**src/rtl/ccd_seq_pkg.sv**
```systemverilog
package ccd_seq_pkg;

  typedef enum logic [2:0] {
    ST_IDLE,
    ST_INTEG,
    ST_VXFER,
    ST_SETTLE,
    ST_HSHIFT
  } seq_state_t;

  typedef struct packed {
    logic v_a;
    logic v_b;
    logic h_a;
    logic h_b;
    logic h_last;
    logic rst_gate;
    logic smp;
    logic line_valid;
    logic frame_done;
  } ccd_drive_t;

  localparam ccd_drive_t DRIVE_REST = '{
    v_a: 1'b0, v_b: 1'b0, h_a: 1'b1, h_b: 1'b0, h_last: 1'b1,
    rst_gate: 1'b0, smp: 1'b0, line_valid: 1'b0, frame_done: 1'b0
  };

endpackage

```
**src/rtl/ccd_vert_clk.sv**
```systemverilog
// Two-phase non-overlapping vertical transfer engine: four equal steps
// (A high, gap, B high, gap) of phase_len clocks each.
module ccd_vert_clk #(
  parameter int LEN_W = 8
) (
  input  logic             clk,
  input  logic             rst,
  input  logic             go,
  input  logic [LEN_W-1:0] phase_len,
  output logic             v_a,
  output logic             v_b,
  output logic             done,
  output logic             active
);

  logic [1:0]       step_q;
  logic [LEN_W-1:0] cnt_q;
  logic             act_q;
  logic [LEN_W-1:0] len_eff;
  logic             step_last;

  assign len_eff   = (phase_len == '0) ? LEN_W'(1) : phase_len;
  assign step_last = (cnt_q == len_eff - 1'b1);

  always_ff @(posedge clk) begin
    if (rst) begin
      act_q  <= 1'b0;
      step_q <= 2'd0;
      cnt_q  <= '0;
    end else if (go) begin
      act_q  <= 1'b1;
      step_q <= 2'd0;
      cnt_q  <= '0;
    end else if (act_q) begin
      if (step_last) begin
        cnt_q  <= '0;
        step_q <= step_q + 2'd1;
        if (step_q == 2'd3) act_q <= 1'b0;
      end else begin
        cnt_q <= cnt_q + 1'b1;
      end
    end
  end

  assign v_a    = act_q && (step_q == 2'd0);
  assign v_b    = act_q && (step_q == 2'd2);
  assign done   = act_q && (step_q == 2'd3) && step_last;
  assign active = act_q;

  // the sequence stops after the final gap step
  a_r3_seq_ends: assert property (@(posedge clk) disable iff (rst)
    (done && !go) |=> !act_q);

  // B phase is always preceded by the gap step, never directly by A
  a_r3_b_after_gap: assert property (@(posedge clk) disable iff (rst)
    $rose(v_b) |-> $past(act_q && step_q == 2'd1));

endmodule

```
**src/rtl/ccd_pix_clk.sv**
```systemverilog
// Horizontal pixel engine: one pixel period of PIX_CLKS clocks per
// pixel, LINE_PIX periods per line.
module ccd_pix_clk #(
  parameter int PIX_CLKS = 4,
  parameter int SAMP_OFS = 3,
  parameter int LINE_PIX = 4641
) (
  input  logic clk,
  input  logic rst,
  input  logic go,
  output logic h_a,
  output logic h_b,
  output logic h_last,
  output logic rst_gate,
  output logic smp,
  output logic active,
  output logic line_end
);

  localparam int P_W = (PIX_CLKS > 1) ? $clog2(PIX_CLKS) : 1;
  localparam int X_W = (LINE_PIX > 1) ? $clog2(LINE_PIX) : 1;
  localparam logic [P_W-1:0] P_LAST = P_W'(PIX_CLKS - 1);
  localparam logic [P_W-1:0] P_HALF = P_W'(PIX_CLKS / 2);
  localparam logic [P_W-1:0] P_SAMP = P_W'(SAMP_OFS);
  localparam logic [X_W-1:0] X_LAST = X_W'(LINE_PIX - 1);

  logic [P_W-1:0] ph_q;
  logic [X_W-1:0] px_q;
  logic           act_q;

  always_ff @(posedge clk) begin
    if (rst) begin
      act_q <= 1'b0;
      ph_q  <= '0;
      px_q  <= '0;
    end else if (go) begin
      act_q <= 1'b1;
      ph_q  <= '0;
      px_q  <= '0;
    end else if (act_q) begin
      if (ph_q == P_LAST) begin
        ph_q <= '0;
        if (px_q == X_LAST) act_q <= 1'b0;
        else                px_q  <= px_q + 1'b1;
      end else begin
        ph_q <= ph_q + 1'b1;
      end
    end
  end

  // h_a rests high outside a line so a line can be loaded under it
  assign h_a      = !act_q || (ph_q < P_HALF);
  assign h_b      = act_q && (ph_q >= P_HALF);
  assign h_last   = h_a;
  assign rst_gate = act_q && (ph_q == '0);
  assign smp      = act_q && (ph_q == P_SAMP);
  assign active   = act_q;
  assign line_end = act_q && (ph_q == P_LAST) && (px_q == X_LAST);

  // the dump edge only happens inside a shifting line
  a_r7_dump_in_line: assert property (@(posedge clk) disable iff (rst)
    $fell(h_last) |-> act_q);

  // a line ends after its last period unless restarted at once
  a_r6_line_closes: assert property (@(posedge clk) disable iff (rst)
    (line_end && !go) |=> !act_q);

endmodule

```
**src/rtl/ccd_seq_ctrl.sv**
```systemverilog
// Frame sequencer: integration hold, then per line a vertical transfer,
// an optional settling gap and a horizontal shift.
module ccd_seq_ctrl
  import ccd_seq_pkg::*;
#(
  parameter int LINES = 3695,
  parameter int EXP_W = 32,
  parameter int SET_W = 16
) (
  input  logic             clk,
  input  logic             rst,
  input  logic             start,
  input  logic [EXP_W-1:0] exp_len,
  input  logic [SET_W-1:0] settle_len,
  input  logic             vdone,
  input  logic             line_end,
  output logic             vgo,
  output logic             pgo,
  output logic             frame_end,
  output seq_state_t       state
);

  localparam int CW = (EXP_W > SET_W) ? EXP_W : SET_W;
  localparam int CX = CW + 1;
  localparam int LW = (LINES > 1) ? $clog2(LINES) : 1;
  localparam logic [LW-1:0] L_LAST = LW'(LINES - 1);

  seq_state_t    st_q, st_d;
  logic [CW-1:0] cnt_q, cnt_d;
  logic [LW-1:0] line_q, line_d;
  logic [CX-1:0] cnt_inc;

  assign cnt_inc = {1'b0, cnt_q} + CX'(1);

  always_comb begin
    st_d      = st_q;
    cnt_d     = '0;
    line_d    = line_q;
    vgo       = 1'b0;
    pgo       = 1'b0;
    frame_end = 1'b0;
    unique case (st_q)
      ST_IDLE: begin
        if (start) begin
          st_d   = ST_INTEG;
          line_d = '0;
        end
      end
      ST_INTEG: begin
        if (cnt_inc >= CX'(exp_len)) begin
          st_d = ST_VXFER;
          vgo  = 1'b1;
        end else begin
          cnt_d = cnt_inc[CW-1:0];
        end
      end
      ST_VXFER: begin
        if (vdone) begin
          if (settle_len == '0) begin
            st_d = ST_HSHIFT;
            pgo  = 1'b1;
          end else begin
            st_d = ST_SETTLE;
          end
        end
      end
      ST_SETTLE: begin
        if (cnt_inc >= CX'(settle_len)) begin
          st_d = ST_HSHIFT;
          pgo  = 1'b1;
        end else begin
          cnt_d = cnt_inc[CW-1:0];
        end
      end
      ST_HSHIFT: begin
        if (line_end) begin
          if (line_q == L_LAST) begin
            st_d      = ST_IDLE;
            frame_end = 1'b1;
          end else begin
            st_d   = ST_VXFER;
            vgo    = 1'b1;
            line_d = line_q + 1'b1;
          end
        end
      end
      default: st_d = ST_IDLE;
    endcase
  end

  always_ff @(posedge clk) begin
    if (rst) begin
      st_q   <= ST_IDLE;
      cnt_q  <= '0;
      line_q <= '0;
    end else begin
      st_q   <= st_d;
      cnt_q  <= cnt_d;
      line_q <= line_d;
    end
  end

  assign state = st_q;

  // start has no effect while shifting a line
  a_r10_start_ignored: assert property (@(posedge clk) disable iff (rst)
    (st_q == ST_HSHIFT && start && !line_end) |=> (st_q == ST_HSHIFT));

  // integration leaves only towards a line transfer
  a_r2_integ_exit: assert property (@(posedge clk) disable iff (rst)
    (st_q == ST_INTEG) |=> (st_q == ST_INTEG || st_q == ST_VXFER));

  // the frame ends only on the last line
  a_r9_last_line: assert property (@(posedge clk) disable iff (rst)
    frame_end |-> (line_q == L_LAST));

endmodule

```
**src/rtl/ccd_frame_sequencer.sv**
```systemverilog
module ccd_frame_sequencer
  import ccd_seq_pkg::*;
#(
  parameter int LINES    = 3695,
  parameter int LINE_PIX = 4641,
  parameter int PIX_CLKS = 4,
  parameter int SAMP_OFS = 3,
  parameter int EXP_W    = 32,
  parameter int VPH_W    = 8,
  parameter int SET_W    = 16
) (
  input  logic             clk,
  input  logic             rst,
  input  logic             start,
  input  logic [EXP_W-1:0] exp_len,
  input  logic [VPH_W-1:0] vph_len,
  input  logic [SET_W-1:0] settle_len,
  output logic             v_a,
  output logic             v_b,
  output logic             h_a,
  output logic             h_b,
  output logic             h_last,
  output logic             rst_gate,
  output logic             smp,
  output logic             line_valid,
  output logic             frame_done
);

  if (PIX_CLKS < 4 || SAMP_OFS <= PIX_CLKS / 2 || SAMP_OFS >= PIX_CLKS) begin : g_bad_cfg
    $error("SAMP_OFS must lie strictly between PIX_CLKS/2 and PIX_CLKS, PIX_CLKS >= 4");
  end

  logic       vgo, pgo, vdone, vact, line_end, frame_end;
  logic       va_c, vb_c, ha_c, hb_c, hl_c, rg_c, smp_c, pact;
  seq_state_t state;
  ccd_drive_t drive_d, drive_q;

  ccd_seq_ctrl #(
    .LINES (LINES),
    .EXP_W (EXP_W),
    .SET_W (SET_W)
  ) u_ctrl (
    .clk        (clk),
    .rst        (rst),
    .start      (start),
    .exp_len    (exp_len),
    .settle_len (settle_len),
    .vdone      (vdone),
    .line_end   (line_end),
    .vgo        (vgo),
    .pgo        (pgo),
    .frame_end  (frame_end),
    .state      (state)
  );

  ccd_vert_clk #(
    .LEN_W (VPH_W)
  ) u_vert (
    .clk       (clk),
    .rst       (rst),
    .go        (vgo),
    .phase_len (vph_len),
    .v_a       (va_c),
    .v_b       (vb_c),
    .done      (vdone),
    .active    (vact)
  );

  ccd_pix_clk #(
    .PIX_CLKS (PIX_CLKS),
    .SAMP_OFS (SAMP_OFS),
    .LINE_PIX (LINE_PIX)
  ) u_pix (
    .clk      (clk),
    .rst      (rst),
    .go       (pgo),
    .h_a      (ha_c),
    .h_b      (hb_c),
    .h_last   (hl_c),
    .rst_gate (rg_c),
    .smp      (smp_c),
    .active   (pact),
    .line_end (line_end)
  );

  always_comb begin
    drive_d            = DRIVE_REST;
    drive_d.v_a        = va_c;
    drive_d.v_b        = vb_c;
    drive_d.h_a        = ha_c;
    drive_d.h_b        = hb_c;
    drive_d.h_last     = hl_c;
    drive_d.rst_gate   = rg_c;
    drive_d.smp        = smp_c;
    drive_d.line_valid = pact;
    drive_d.frame_done = frame_end;
  end

  always_ff @(posedge clk) begin
    if (rst) drive_q <= DRIVE_REST;
    else     drive_q <= drive_d;
  end

  assign v_a        = drive_q.v_a;
  assign v_b        = drive_q.v_b;
  assign h_a        = drive_q.h_a;
  assign h_b        = drive_q.h_b;
  assign h_last     = drive_q.h_last;
  assign rst_gate   = drive_q.rst_gate;
  assign smp        = drive_q.smp;
  assign line_valid = drive_q.line_valid;
  assign frame_done = drive_q.frame_done;

  // Tracks whether a packet has been dumped since the last node reset.
  logic hl_prev_q, dumped_q;
  always_ff @(posedge clk) begin
    if (rst) begin
      hl_prev_q <= 1'b1;
      dumped_q  <= 1'b0;
    end else begin
      hl_prev_q <= drive_q.h_last;
      if (drive_q.rst_gate)                     dumped_q <= 1'b0;
      else if (hl_prev_q && !drive_q.h_last)    dumped_q <= 1'b1;
    end
  end

  // a sample always follows a dump with no node reset in between
  a_r8_sample_after_dump: assert property (@(posedge clk) disable iff (rst)
    drive_q.smp |-> dumped_q);

  // vertical phases stay low throughout integration
  a_r2_integ_v_low: assert property (@(posedge clk) disable iff (rst)
    (state == ST_INTEG) |=> (!drive_q.v_a && !drive_q.v_b));

  // vertical phases never overlap
  a_r3_no_overlap: assert property (@(posedge clk) disable iff (rst)
    !(drive_q.v_a && drive_q.v_b));

  // a line is loaded only with h_a held high
  a_r4_load_under_ha: assert property (@(posedge clk) disable iff (rst)
    $fell(drive_q.v_b) |-> drive_q.h_a);

  // horizontal phases are complementary while shifting
  a_r6_h_complement: assert property (@(posedge clk) disable iff (rst)
    drive_q.line_valid |-> (drive_q.h_b == !drive_q.h_a));

  // one clock after reset every output is at rest
  a_r11_reset_rest: assert property (@(posedge clk)
    $past(rst) |-> (drive_q == DRIVE_REST));

endmodule

```
**config.mk**
```make
export PLATFORM = sky130hd
export DESIGN_NAME = ccd_frame_sequencer
export DESIGN_NICKNAME = d
export VERILOG_FILES = /design/src/rtl/ccd_seq_pkg.sv /design/src/rtl/ccd_vert_clk.sv /design/src/rtl/ccd_pix_clk.sv /design/src/rtl/ccd_seq_ctrl.sv /design/src/rtl/ccd_frame_sequencer.sv
export SDC_FILE = /design/constraint.sdc
export NUM_CORES = 1
export LEC_CHECK = 0
export ABC_AREA = 0
export ABC_CLOCK_PERIOD_IN_PS = 3700
export BUFFER_PORTS_ARGS = -buffer_cell sky130_fd_sc_hd__buf_2
export CORE_AREA = 2 2 157 159
export CTS_BUF_LIST = sky130_fd_sc_hd__clkbuf_8 sky130_fd_sc_hd__clkbuf_16
export DETAILED_ROUTE_END_ITERATION = 8
export DIE_AREA = 0 0 159 161
export HOLD_SLACK_MARGIN = 0.02
export PLACE_DENSITY_LB_ADDON = 0.08
export SYNTH_ARGS = -nofsm -noshare
export SYNTH_HDL_FRONTEND = slang
export SYNTH_SLANG_ARGS = --single-unit
```
**constraint.sdc**
```tcl
create_clock -name clk -period 3.7 [get_ports clk]
set_input_delay 0.37 -clock clk [delete_from_list [all_inputs] [get_ports clk]]
set_output_delay 0.37 -clock clk [all_outputs]
set_load 0.005 [all_outputs]
```
# Word-level counts from Yosys, hierarchy flattened
# Cells that the tools add are included.
dict set report word_totals {
  inputBits 59
  elab_cells 105
  out_inout_bits 9
  register_bits 82
}
dict set report op_classes {
  muxes 35
  addsub 7
  n_lt_le_gt_ge 4
  n_eq_ne 16
  n_reduce_logical 23
  n_bitwise 3
}
# cell n
set op_table {}
lappend op_table {{2-to-1 mux 32 bit} 2}
lappend op_table {{case mux 32 bit (2 select lines)} 1}
lappend op_table {{2-to-1 mux 12 bit} 3}
lappend op_table {{adder 32 x 1 -> 33 bit (second input constant)} 1}
lappend op_table {{greater-or-equal comparator 33 x 16 -> 1 bit} 1}
lappend op_table {{greater-or-equal comparator 33 x 32 -> 1 bit} 1}
lappend op_table {{case mux 12 bit (2 select lines)} 1}
lappend op_table {{2-to-1 mux 3 bit} 6}
lappend op_table {{zero test 16 bit} 1}
lappend op_table {{2-to-1 mux 8 bit} 2}
lappend op_table {{2-to-1 mux 1 bit} 15}
lappend op_table {{case mux 3 bit (5 select lines)} 1}
lappend op_table {{adder 13 x 1 -> 13 bit (second input constant)} 1}
lappend op_table {{== test 13 bit (second input constant)} 1}
lappend op_table {{adder 12 x 1 -> 12 bit (second input constant)} 1}
lappend op_table {{== test 12 bit (second input constant)} 1}
lappend op_table {{adder 8 x 1 -> 8 bit (second input constant)} 1}
lappend op_table {{== test 8 bit} 1}
lappend op_table {{logical AND 1 bit} 8}
lappend op_table {{zero test 8 bit} 1}
lappend op_table {{subtractor 8 x 1 -> 8 bit (second input constant)} 1}
lappend op_table {{== test 2 bit (second input constant)} 3}
lappend op_table {{== test 3 x 2 -> 1 bit (second input constant)} 2}
lappend op_table {{!= test 2 x 1 -> 1 bit (second input constant)} 3}
lappend op_table {{20 further kinds} 29}

# Depth between registers and ports, before layout
# Gate-level depths: netlist of the first run.
dict set report logic_depth {
  ltp_word 8
  mapped_depth 17
  mapped_depth_nobuf 16
}

# By module
# A second synthesis of the first run with hierarchy kept.
dict set report unflattened {
  hier_cells 773
  hier_area_um2 6098.3
}
# module area_per_inst_um2 n_inst seq_area_each_um2 cells_per_inst
set modules_own_cells {}
lappend modules_own_cells {ccd_seq_ctrl 4053.9 1 940.9 531}
lappend modules_own_cells {ccd_pix_clk 947.2 1 320.3 116}
lappend modules_own_cells {ccd_vert_clk 860.8 1 220.2 108}
lappend modules_own_cells {ccd_frame_sequencer 236.5 1 180.2 18}

# Worst setup path before layout of the first run
# OpenSTA, ideal clock, no wires.
dict set report synth_timing {
  path_kind {register -> register}
  startpoint {register u_ctrl.cnt_q[0]}
  endpoint {register u_ctrl.st_q[0] (netlist: u_ctrl.state[0])}
  setup_time_ns 0.131
  path_buffers 1
  path_stages_with_launch 15
  synth_period_minus_slack_ns 3.606
  t_required_ns 3.569
  arrival_ns 3.475
  path_slack_ns 0.094
  path_cell_list {dfxtp_1 ha_1 nand3_2 nor4_4 xnor2_1 ha_1 nand4_1 nor4_1 o31ai_1 and4_1 maj3_1 o21ba_2 mux2i_4 buf_2 a21oi_1}
}
dict set report synth_between {
  elab_chain_cells 4
  elab_cells_between_ends 6
  cone_classes {1 x add/sub; 2 x order compare; 2 x eq/ne; 1 x reduce/logical}
}
# item line
set synth_rtl {}
lappend synth_rtl {{start, declared} ccd_seq_ctrl.sv:29} ;# logic [CW-1:0] cnt_q, cnt_d;
lappend synth_rtl {{start signal, assigned} ccd_seq_ctrl.sv:98} ;# cnt_q <= cnt_d;
lappend synth_rtl {{adder 32 x 1 -> 33 bit *} ccd_seq_ctrl.sv:33} ;# assign cnt_inc = {1'b0, cnt_q} + CX'(1);
lappend synth_rtl {{greater-or-equal comparator 33 x 16 -> 1 bit or greater-or-equal comparator 33 x 32 -> 1 bit (tied branches)} {ccd_seq_ctrl.sv:68, ccd_seq_ctrl.sv:50}}
lappend synth_rtl {{!= test 2 x 1 -> 1 bit (no source line)} n/a}
lappend synth_rtl {{AND reduction 5 bit (no source line) *} n/a}
lappend synth_rtl {{end signal, assigned} ccd_seq_ctrl.sv:97} ;# st_q <= st_d;
lappend synth_rtl {{end, declared} ccd_seq_ctrl.sv:28} ;# seq_state_t st_q, st_d;
# Mark *: on every way between the ends. The rest lies on a longest branch, timed or not.
# A chain may end at the register's enable or synchronous reset.

# Worst setup path in the final report of the first run
dict set report layout_timing {
  startpoint {register u_ctrl.cnt_q[0]}
  endpoint {register u_vert.cnt_q[3]}
}
dict set report layout_between {
  elab_chain_cells 5
}
# item line
set layout_rtl {}
lappend layout_rtl {{adder 32 x 1 -> 33 bit} ccd_seq_ctrl.sv:33}
lappend layout_rtl {{greater-or-equal comparator 33 x 32 -> 1 bit} ccd_seq_ctrl.sv:50} ;# if (cnt_inc >= CX'(exp_len)) begin
lappend layout_rtl {{2-to-1 mux 1 bit} ccd_seq_ctrl.sv:50}
lappend layout_rtl {{case mux 1 bit (2 select lines)} ccd_seq_ctrl.sv:42} ;# unique case (st_q)
lappend layout_rtl {{OR reduction 2 bit (no source line)} n/a}
lappend layout_rtl {{end signal, assigned} ccd_vert_clk.sv:40} ;# cnt_q <= cnt_q + 1'b1;
lappend layout_rtl {{end, declared} ccd_vert_clk.sv:17} ;# logic [LEN_W-1:0] cnt_q;
# No other way between the ends.

==> impl_metrics.py, run 1 <==
metrics = {
    "run_status": {
        "status": "complete, no violations",
    },
    "critical_path": {
        "path_class": "flop to flop",
        "cp-endpoint": "u_vert.cnt_q[3]$_SDFFE_PP0P_",
        "worstReg2RegStart": "u_ctrl.cnt_q[0]$_SDFF_PP0_",
        "critPathLaunchType": "flop",
        "reg2reg_slack_ns": 0.09,
        "r2r_cells": 16,
        "crit_required_ns": 3.99,
        "crit_path_max_fanout": 7,
        "cp-end-kind": "flop",
        "worstPathArrival_ns": 3.90,
        "crit_start": "u_ctrl.cnt_q[0]$_SDFF_PP0_",
        "r2r_end": "u_vert.cnt_q[3]$_SDFFE_PP0P_",
    },
    "sta": {
        "setup_viol": 0,
        "fin_crit_ns": 3.613,
        "period_share": 0.9766,
        "maxSlewHeadroom": 0.4604,
        "whs_ns": 0.4640,
        "tightest_slew_ns": 0.8094,
        "rsz0062_at_grt": "yes",
        "drv_slew": 0,
        "finalClockSkew_ns": 0.009359,
        "hold_viol": 0,
        "fmax_ghz": 0.2768,
        "layout_setup_ws_ns": 0.08668,
    },
    "detailed_routing": {
        "drc": 0,
        "drtAntennaViolNets": 0,
        "post_drt_wl_per_cell_um": 13.99,
        "viasPerCell": 4.567,
        "drtIter0Drc": 214,
        "vias": 5508,
        "dr.pass1.iters": 4,
        "wl_um": 16870,
    },
    "place": {
        "pre_cts_ws_ns": -0.1500,
        "portBuffers": 67,
        "gp_congestion": 0.7980,
        "dp_hpwl_um": 13090,
    },
    "power_and_ir_drop": {
        "p_int_mw": 1.489,
        "power.leakage_nw": 3.415,
        "p_per_area_nw_per_um2": 273.6,
        "swShare": 0.3035,
        "clkPwrFrac": 0.411,
        "power_frac_comb": 0.154,
        "pwr-share-seq": 0.436,
        "vdd_drop_max_mv": 0.2208,
        "power.switching_mw": 0.6487,
    },
    "layout": {
        "nNetsFinal": 995,
        "areaGrowthSynthToFinish_pct": 32.79,
        "drive_gt1_frac": 0.2857,
        "antennaDiodeCount": 0,
    },
    "logic_synthesis": {
        "synth_edf_count": 0,
        "syn_area_um2": 5884,
        "ys_ff_latch": 82,
        "ys.warnings.count": 0,
        "netlist_instances": 748,
        "avgSynthCellArea_um2": 7.867,
        "ys.flop_type": "dfxtp_1",
        "synthArstFlopShare": 0,
        "synth_cell_types": 68,
        "ys_seq_area_frac": 0.2790,
        "syn_nets": 866,
    },
    "clocking": {
        "numCtsBuffers": 9,
        "htree_levels": 3,
        "clockRootBuffer": "clkbuf_16",
        "clk_pin_slew_worst_paths_ns": 0.07,
        "cts_tree": "yes",
        "clock_latency_ns": 0.35,
        "max-clock-path-buffers": 2,
        "clock_sinks": 82,
    },
    "grt": {
        "grt_max_degree": 35,
        "antenna_found_initial": 0,
        "gr-total-overflow": 0,
        "grt_pass1_wl_um": 27490,
        "met3_usage": 0.01900,
        "track_usage": 0.1325,
        "grt_pass1_vias": 5409,
        "met2_usage": 0.2162,
        "busiest_layer": "met2",
        "use_met1": 0.1814,
    },
    "floorplan": {
        "start_util": 0.2456,
        "pin_count": 68,
        "die_w_um": 159,
        "num_rows": 57,
        "core_um2": 23960,
        "die-area_um2": 25600,
        "fp.dieH_um": 161,
    },
    "worst_hold_path": {
        "hp-class": "flop to flop",
    },
    "run": {
        "drv_cap": 0,
    },
}
worst max-delay path, stage by stage (launching register included):
cell and delay, ns:
dfxtp_4 0.37, nand4_1 0.12, buf_4 0.17, nor4_4 0.28, buf_4 0.16, and2_4 0.18
nand4_1 0.15, xnor2_2 0.19, ha_1 0.30, nand4_1 0.14, nor3_2 0.07, a311oi_1 0.21
o21ai_1 0.10, a211o_1 0.29, o21bai_4 0.21, a2111o_1 0.48, nor2_1 0.13
per-stage QoR:
stage                     setup TNS [ns]  power [mW]    util  instance area, um^2  std cells
after global placement            -4.927       1.255  0.2923                 7005       1176
after detailed placement          -4.683       1.259  0.2923                 7005       1176
after CTS                              0       2.149  0.3089                 7403       1196
final                                  0       2.137  0.3261                 7814       1206
after global routing              -2.003       2.248  0.3261                 7814       1206
after floorplan                        0       1.147       -                 5884        748
metal layers:
layer	part of all wire	routed length (um)	up-vias
met5	0	0	-
met4	0.012	207	0
met3	0.023	396	10
met2	0.47	7955	61
met1	0.49	8314	2586
li1	-	-	2851
power by group through the flow:
stage / combinational [mW] / clock [mW] / sequential [mW]
global route: 0.368 / 0.944 / 0.936
detailed placement: 0.311 / 0 / 0.948
CTS: 0.315 / 0.905 / 0.928
floorplan: 0.224 / 0 / 0.923
finish: 0.328 / 0.878 / 0.931
global placement: 0.307 / 0 / 0.949
how the worst min path moves through the flow:
stage | start | to | slack, ns | cells after the start
2_1_floorplan | u_pix.ph_q[1]$_SDFFE_PP0P_ | h_last$_SDFF_PP1_ | 0.41 | 1
3_3_place_gp | u_pix.ph_q[1]$_SDFFE_PP0P_ | h_last$_SDFF_PP1_ | 0.44 | 1
3_5_place_dp | u_pix.ph_q[1]$_SDFFE_PP0P_ | h_last$_SDFF_PP1_ | 0.45 | 1
4_1_cts | u_pix.ph_q[1]$_SDFFE_PP0P_ | h_last$_SDFF_PP1_ | 0.47 | 1
5_1_grt | u_pix.ph_q[1]$_SDFFE_PP0P_ | h_last$_SDFF_PP1_ | 0.49 | 1
6_report | u_pix.ph_q[1]$_SDFFE_PP0P_ | h_last$_SDFF_PP1_ | 0.46 | 1
area by class of cell:
class | count | area (um^2)
flip-flops and latches | 82 | 1650
inverters | 71 | 266.5
clock buffers | 9 | 225.2
fillers | 2600 | 16150
multi-input cells | 566 | 4195
repair buffers | 147 | 1016
clock inverters | 7 | 55.05
well taps | 324 | 405.4
Yosys cell counts, types with 15 or more instances:
library cell	count	area, um^2
ha_1	59	738.2
nand4_1	25	156.4
nand2_1	79	296.5
xnor2_1	40	350.3
nand3_1	32	160.2
clkbuf_1	18	67.56
nor4_1	20	125.1
nor2_1	98	367.9
o21ai_0	15	75.07
inv_1	71	266.5
dfxtp_1	82	1642
xor2_1	30	262.8
a21oi_1	26	130.1
registers in the layout, indices dropped and copies added, names as in the netlist, 2 cells and up:
signal / count
u_vert.step_q: 2
u_pix.ph_q: 2
u_vert.cnt_q: 8
u_ctrl.line_q: 12
u_ctrl.state: 3
u_pix.px_q: 13
u_ctrl.cnt_q: 32
placed cells by master, fill, tap and decap left out, types with 12 or more instances in the layout:
cell type  netlist  final
dfxtp_1         82     77
nor2_1          98     75
nand2_1         79     75
inv_1           71     72
buf_4            1     70
buf_2            7     67
ha_1            59     57
xnor2_1         40     35
nand3_1         32     30
xor2_1          30     29
nand4_1         25     25
a21oi_1         26     23
nor4_1          20     15
nor2_2           0     13
o21ai_0         15     13
nor4_2          10     13
and3_1          13     12
cell families (layout without fill, tap and decap cells):
family	count (synthesis)	after routing	share of synthesized area
flops	82	82	0.2790
mux	8	8	0.01616
xor+xnor	70	70	0.1042
simple gates	340	340	0.3045
buf+inv	100	234	0.06740
compound gates	88	88	0.1016
fa+ha+maj	60	60	0.1272
timing repair:
action | 4_1_cts | 5_1_grt
hold buffers | 0 | 0
resized for setup | 24 | 76
hold endpoints to repair | 0 | 0
pin swaps | 14 | 53
setup endpoints to repair | 59 | 61
gates cloned | 2 | 1
setup buffers | 2 | 10
Power figures use the tool's default switching activity.
==> inputs of run 2 (changes only) <==
--- a/config.mk
+++ b/config.mk
@@ -15,2 +15,3 @@
 export HOLD_SLACK_MARGIN = 0.02
+export MAX_ROUTING_LAYER = met4
 export PLACE_DENSITY_LB_ADDON = 0.08
--- a/constraint.sdc
+++ b/constraint.sdc
@@ -3,2 +3,2 @@
 set_output_delay 0.37 -clock clk [all_outputs]
-set_load 0.005 [all_outputs]
+set_load 0.02 [all_outputs]
==> run 2 against run 1 <==
Compared with the run above: sequential share of layout area about the same; final area about the same; combinational power about the same; die area unchanged; first-iteration DRC count decreased by 7.5%; total power decreased by 0.19%; largest cell class unchanged; highest routed layer unchanged.
==> impl_metrics.py, run 2 (synthesized netlist as in run 1, its figures left out) <==
metrics = {
    "detailed_routing": {
        "drc": 0,
        "drtIter0Drc": 198,
        "dr.pass1.iters": 4,
        "viasPerCell": 4.583,
        "drtAntennaViolNets": 0,
        "vias": 5527,
        "wl_um": 16830,
        "post_drt_wl_per_cell_um": 13.96,
    },
    "sta": {
        "rsz0062_at_grt": "yes",
        "fmax_ghz": 0.2766,
        "tightest_slew_ns": 0.8228,
        "finalClockSkew_ns": 0.01059,
        "maxSlewHeadroom": 0.4515,
        "hold_viol": 0,
        "whs_ns": 0.4654,
        "drv_slew": 0,
        "period_share": 0.9771,
        "setup_tns_ns": 0,
        "setup_viol": 0,
        "fin_crit_ns": 3.615,
    },
    "critical_path": {
        "path_class": "flop to flop",
        "crit_chain": "nand4_1, buf_4, nor4_4, buf_4, and2_4, nand4_1, xnor2_2, ha_1, nand4_1, nor3_2, a311oi_1, o21ai_1, a211o_1, o21bai_4, a2111o_1, nor2_1",
        "critical_path.top_delay_family": "compound AO/OA/AOI/OAI gates",
        "crit_required_ns": 3.99,
        "critPathLaunchType": "flop",
        "worstPathArrival_ns": 3.90,
        "path_common_cell": "nand4_1",
        "crit_path_max_fanout": 7,
        "cp.buffers_inverters": 2,
        "crit_slowest_cell": "a2111o_1",
        "max_stage_delay_ns": 0.48,
        "cp-end-kind": "flop",
    },
    "layout": {
        "layout_common_cells": "dfxtp_1 (77), nor2_1 (75), nand2_1 (75)",
        "top_register": "u_ctrl.cnt_q",
        "final_common_cell": "dfxtp_1",
        "antennaDiodeCount": 0,
        "nNetsFinal": 995,
        "drive_gt1_frac": 0.2868,
        "largest_register_ffs": 32,
        "reg_top3": "u_ctrl.cnt_q: 32 flops, u_pix.px_q: 13 flops, u_ctrl.line_q: 12 flops",
        "areaGrowthSynthToFinish_pct": 32.89,
    },
    "power_and_ir_drop": {
        "p_per_area_nw_per_um2": 272.8,
        "power.leakage_nw": 3.415,
        "vdd_drop_max_mv": 0.2189,
    },
    "clocking": {
        "numCtsBuffers": 9,
        "cts_tree": "yes",
        "clk_pin_slew_worst_paths_ns": 0.07,
        "clockRootBuffer": "clkbuf_16",
        "clock_latency_ns": 0.35,
        "htree_levels": 3,
        "max-clock-path-buffers": 2,
        "hold_buffers": 0,
        "clock_sinks": 82,
    },
    "grt": {
        "antenna_found_initial": 0,
        "gr-total-overflow": 0,
        "grt_pass1_wl_um": 27460,
        "grt_pass1_vias": 5415,
        "grt_max_degree": 35,
        "track_usage": 0.1363,
    },
    "place": {
        "portBuffers": 67,
        "gp_congestion": 0.8094,
        "dp_hpwl_um": 13090,
    },
    "floorplan": {
        "start_util": 0.2456,
        "die_w_um": 159,
        "fp.dieH_um": 161,
        "core_um2": 23960,
        "die-area_um2": 25600,
        "pin_count": 68,
        "num_rows": 57,
    },
    "run_status": {
        "status": "complete, no violations",
    },
    "run": {
        "drv_cap": 0,
    },
    "worst_hold_path": {
        "hp-class": "flop to flop",
    },
}
-- run 2: final timing paths --
check | startpoint | endpoint | slack [ns] | depth (start not counted)
worst max-delay path | u_ctrl.cnt_q[0]$_SDFF_PP0_ | u_vert.cnt_q[3]$_SDFFE_PP0P_ | 0.08 | 16
worst min-delay path | u_pix.ph_q[1]$_SDFFE_PP0P_ | h_last$_SDFF_PP1_ | 0.47 | 1
worst max register to register | u_ctrl.cnt_q[0]$_SDFF_PP0_ | u_vert.cnt_q[3]$_SDFFE_PP0P_ | 0.08 | 16
worst min register to register | u_pix.ph_q[1]$_SDFFE_PP0P_ | h_last$_SDFF_PP1_ | 0.47 | 1
-- run 2: routing by layer --
layer	up-vias	share of wire	GRT usage	routed length, um
met2	69	0.48	0.2166	7997
met4	0	0.012	0.04091	206
met3	10	0.024	0.01900	408
met5	-	0	-	0
met1	2596	0.49	0.1806	8218
li1	2852	-	-	-
-- run 2: where the power goes --
group | switching (mW) | internal, mW | total (mW)
clock | 0.413 | 0.461 | 0.874
sequential | 0.0352 | 0.897 | 0.932
combinational | 0.197 | 0.131 | 0.327
-- run 2: stage by stage --
stage / setup slack [ns] / cell area (um^2) / power (mW) / cells / util
after floorplan: 0.09357 / 5884 / 1.147 / 748 / -
after global placement: -0.1887 / 7005 / 1.255 / 1176 / 0.2923
after detailed placement: -0.1500 / 7005 / 1.259 / 1176 / 0.2923
after CTS: 0.008124 / 7403 / 2.149 / 1196 / 0.3089
after global routing: -0.1188 / 7820 / 2.246 / 1206 / 0.3263
final: 0.08481 / 7820 / 2.133 / 1206 / 0.3263
-- run 2: area by class of cell --
type                       instances  area [um^2]
clock buffer                       9        225.2
clock inverter                     7        55.05
fill                            2601        16140
inverter                          71        266.5
multi-input combinational        566         4202
sequential                        82         1650
tap                              324        405.4
timing repair buffer             147         1016
-- run 2: worst register-to-register path: cells and delay by family (launching register included) --
kind | cells | cell delay (ns)
compound gates | 5 | 1.29
simple gates | 7 | 1.10
flops | 1 | 0.37
buf+inv | 2 | 0.33
fa+ha+maj | 1 | 0.30
xor+xnor | 1 | 0.19
-- run 2: repair_timing --
action / CTS / global route
pin swaps: 14 / 53
resized for setup: 24 / 77
buffers inserted: 2 / 10
endpoints found under the setup margin: 59 / 61
cloned: 2 / 1
==> inputs of run 3 (changes only) <==
ABC_AREA = 1   (was 0)
CORE_AREA = 2 2 160 162   (was 2 2 157 159)
DIE_AREA = 0 0 162 164   (was 0 0 159 161)
==> run 3 against run 2 <==
Compared with the run above: cell count grew 13%; sequential share of layout area grew 1.3 points; clock skew is essentially flat; hold slack lost 0.084 ns; count of clock-buffer cells in the layout is the same; sequential cell count is the same; critical endpoint is now u_ctrl.cnt_q[12]$_SDFF_PP0_; largest cell class unchanged.
==> impl_metrics.py, run 3 <==
metrics = {
    "run_status": {
        "status": "complete, no violations",
    },
    "layout": {
        "largest_register_ffs": 32,
        "nNetsFinal": 1141,
        "final_core_util": 0.2959,
        "drive_gt1_frac": 0.1566,
        "multiInputGateArea_um2": 3827,
        "antennaDiodeCount": 0,
        "fillers": 2857,
        "layout_common_cells": "nand2_1 (212), inv_1 (179), nor2_1 (127)",
        "top_register": "u_ctrl.cnt_q",
        "areaGrowthSynthToFinish_pct": 20.09,
        "reg_top3": "u_ctrl.cnt_q: 32 flops, u_pix.px_q: 13 flops, u_ctrl.line_q: 12 flops",
        "final_common_cell": "nand2_1",
        "regArea_um2": 1644,
    },
    "clocking": {
        "clock_latency_ns": 0.34,
        "clock_sinks": 82,
        "numCtsBuffers": 9,
        "clk_pin_slew_worst_paths_ns": 0.07,
        "htree_levels": 3,
        "cts_setup_buffers": 0,
        "clockRootBuffer": "clkbuf_16",
        "cts_tree": "yes",
        "max-clock-path-buffers": 2,
    },
    "power_and_ir_drop": {
        "vdd_drop_max_mv": 0.1724,
        "p_per_area_nw_per_um2": 313.3,
        "power.leakage_nw": 3.421,
    },
    "place": {
        "gp_congestion": 0.8220,
        "pre_cts_ws_ns": -0.04024,
        "portBuffers": 67,
        "dp_hpwl_um": 15030,
    },
    "critical_path": {
        "crit_required_ns": 3.93,
        "r2r_end": "u_ctrl.cnt_q[12]$_SDFF_PP0_",
        "cp-endpoint": "u_ctrl.cnt_q[12]$_SDFF_PP0_",
        "crit_path_max_fanout": 17,
        "worstPathArrival_ns": 3.61,
        "worstReg2RegStart": "u_ctrl.cnt_q[0]$_SDFF_PP0_",
        "cp-end-kind": "flop",
        "crit_start": "u_ctrl.cnt_q[0]$_SDFF_PP0_",
        "critPathLaunchType": "flop",
        "r2r_cells": 23,
        "path_class": "flop to flop",
        "reg2reg_slack_ns": 0.31,
    },
    "logic_synthesis": {
        "syn_nets": 1059,
        "netlist_instances": 941,
        "ys_seq_area_frac": 0.2684,
        "avgSynthCellArea_um2": 6.499,
        "ys_top_cells_by_area": "dfxtp_1 (27%), nand2_1 (13%), ha_1 (12%)",
        "ys_ff_latch": 82,
        "yosys.area.top_type": "dfxtp_1",
        "ys.warnings.count": 0,
        "synth_top_area_share": 0.2684,
        "synth.most_common_cell": "nand2_1",
        "synthArstFlopShare": 0,
        "synth.cells.most_frequent": "nand2_1 (217), inv_1 (179), nor2_1 (132), dfxtp_1 (82), ha_1 (59)",
        "synth_edf_count": 0,
        "ys.flop_type": "dfxtp_1",
        "syn_area_um2": 6116,
        "synth_cell_types": 39,
    },
    "detailed_routing": {
        "viasPerCell": 4.233,
        "wl_um": 18010,
        "drtAntennaViolNets": 0,
        "vias": 5749,
        "post_drt_wl_per_cell_um": 13.27,
        "drtIter0Drc": 277,
        "drc": 0,
        "dr.pass1.iters": 5,
    },
    "floorplan": {
        "core_um2": 24820,
        "die_w_um": 162,
        "pin_count": 68,
        "start_util": 0.2464,
        "die-area_um2": 26570,
        "fp.dieH_um": 164,
        "num_rows": 58,
    },
    "sta": {
        "fmax_ghz": 0.2952,
        "tightest_slew_ns": 0.5695,
        "hold_viol": 0,
        "maxSlewHeadroom": 0.6199,
        "setup_viol": 0,
        "fin_crit_ns": 3.388,
        "period_share": 0.9157,
        "finalClockSkew_ns": 0.01074,
        "layout_setup_ws_ns": 0.3120,
        "whs_ns": 0.3818,
        "drv_slew": 0,
    },
    "grt": {
        "grt_pass1_wl_um": 29140,
        "track_usage": 0.1439,
        "gr-total-overflow": 0,
        "grt_max_degree": 18,
        "grt_pass1_vias": 5671,
        "antenna_found_initial": 0,
    },
    "run": {
        "drv_cap": 0,
    },
    "worst_hold_path": {
        "hp-class": "input pin to flop",
    },
}
==> run 3: cell types whose count changed in the layout (fill, tap and decap cells not counted), sizes merged, moves of 7 or more <==
cell	before	now
and3	13	0
buf	146	79
inv	74	185
nand2	79	223
nand2b	7	0
nand3	34	44
nor2	98	163
nor3	14	21
nor4	31	8
xnor2	40	12
==> run 3: cells by family after synthesis <==
| logic type | Yosys count | share of synthesized area |
|---|---|---|
| AO/OA/AOI/OAI | 72 | 0.06997 |
| AND/OR/NAND/NOR | 499 | 0.3637 |
| XOR/XNOR | 39 | 0.05585 |
| buffers and inverters | 190 | 0.1213 |
| flip-flops | 82 | 0.2684 |
| adder cells (fa/ha/maj) | 59 | 0.1207 |
==> run 3: worst min-delay path by stage <==
stage | cells past startpoint | endpoint | startpoint | slack (ns)
finish | 2 | rst_gate$_SDFF_PP0_ | rst | 0.38
CTS | 2 | rst_gate$_SDFF_PP0_ | rst | 0.37
global placement | 1 | h_last$_SDFF_PP1_ | u_pix.ph_q[1]$_SDFFE_PP0P_ | 0.46
detailed placement | 2 | u_ctrl.line_q[3]$_SDFFE_PP0P_ | u_ctrl.line_q[3]$_SDFFE_PP0P_ | 0.46
floorplan | 1 | h_last$_SDFF_PP1_ | u_pix.ph_q[1]$_SDFFE_PP0P_ | 0.42
global route | 2 | rst_gate$_SDFF_PP0_ | rst | 0.38
==> run 3: per-layer routing <==
metal	track usage	wire length, um	share of wire
met1	0.1799	8511	0.47
met2	0.2485	8835	0.49
met4	0.02977	218	0.012
met5	-	0	0
met3	0.01970	449	0.025
==> run 3: timing repair <==
item / CTS / global route
hold buffers: 0 / 0
setup endpoints to repair: 10 / 60
cloned: 0 / 1
pin swaps: 0 / 2
gates resized for setup: 1 / 23
==> run 3: final cells by class <==
cell class	count	share of cell area
Timing Repair Buffer	79	0.06133
Clock inverter	7	0.01431
Sequential cell	82	0.2239
Multi-Input combinational cell	670	0.5211
Inverter	181	0.09250
Clock buffer	9	0.03066
Tap cell	330	0.05622
==> run 3: critical path, cell delays in order, from the launching register on <==
cell,delay [ns]
dfxtp_1,0.36
ha_1,0.19
nand2_1,0.11
inv_1,0.15
nand2_2,0.12
nor2_4,0.16
nand3_1,0.09
nand2_1,0.09
inv_1,0.07
ha_1,0.31
nand4_1,0.18
nor3_2,0.24
nand3b_1,0.16
nor2_1,0.13
nand2_1,0.06
a21oi_1,0.12
nand3_1,0.08
nand2_1,0.08
inv_1,0.06
nand3_2,0.11
nand2_2,0.07
nand4_4,0.09
buf_12,0.19
nor2_2,0.04
==> run 3: power breakdown <==
part | internal (mW) | leakage, nW | switching (mW)
registers | 0.900 | 0.662 | 0.0185
clock network | 0.605 | 0.164 | 0.419
logic | 0.132 | 2.59 | 0.225
==> run 3: per-stage QoR <==
stage	power [mW]	TNS [ns]	instances	cell area, um^2
global placement	1.306	-1.649	1341	6917
floorplan	1.181	0	941	6116
finish	2.301	0	1358	7345
global route	2.425	-0.005357	1358	7345
detailed placement	1.299	-0.3258	1341	6917
CTS	2.344	0	1357	7249
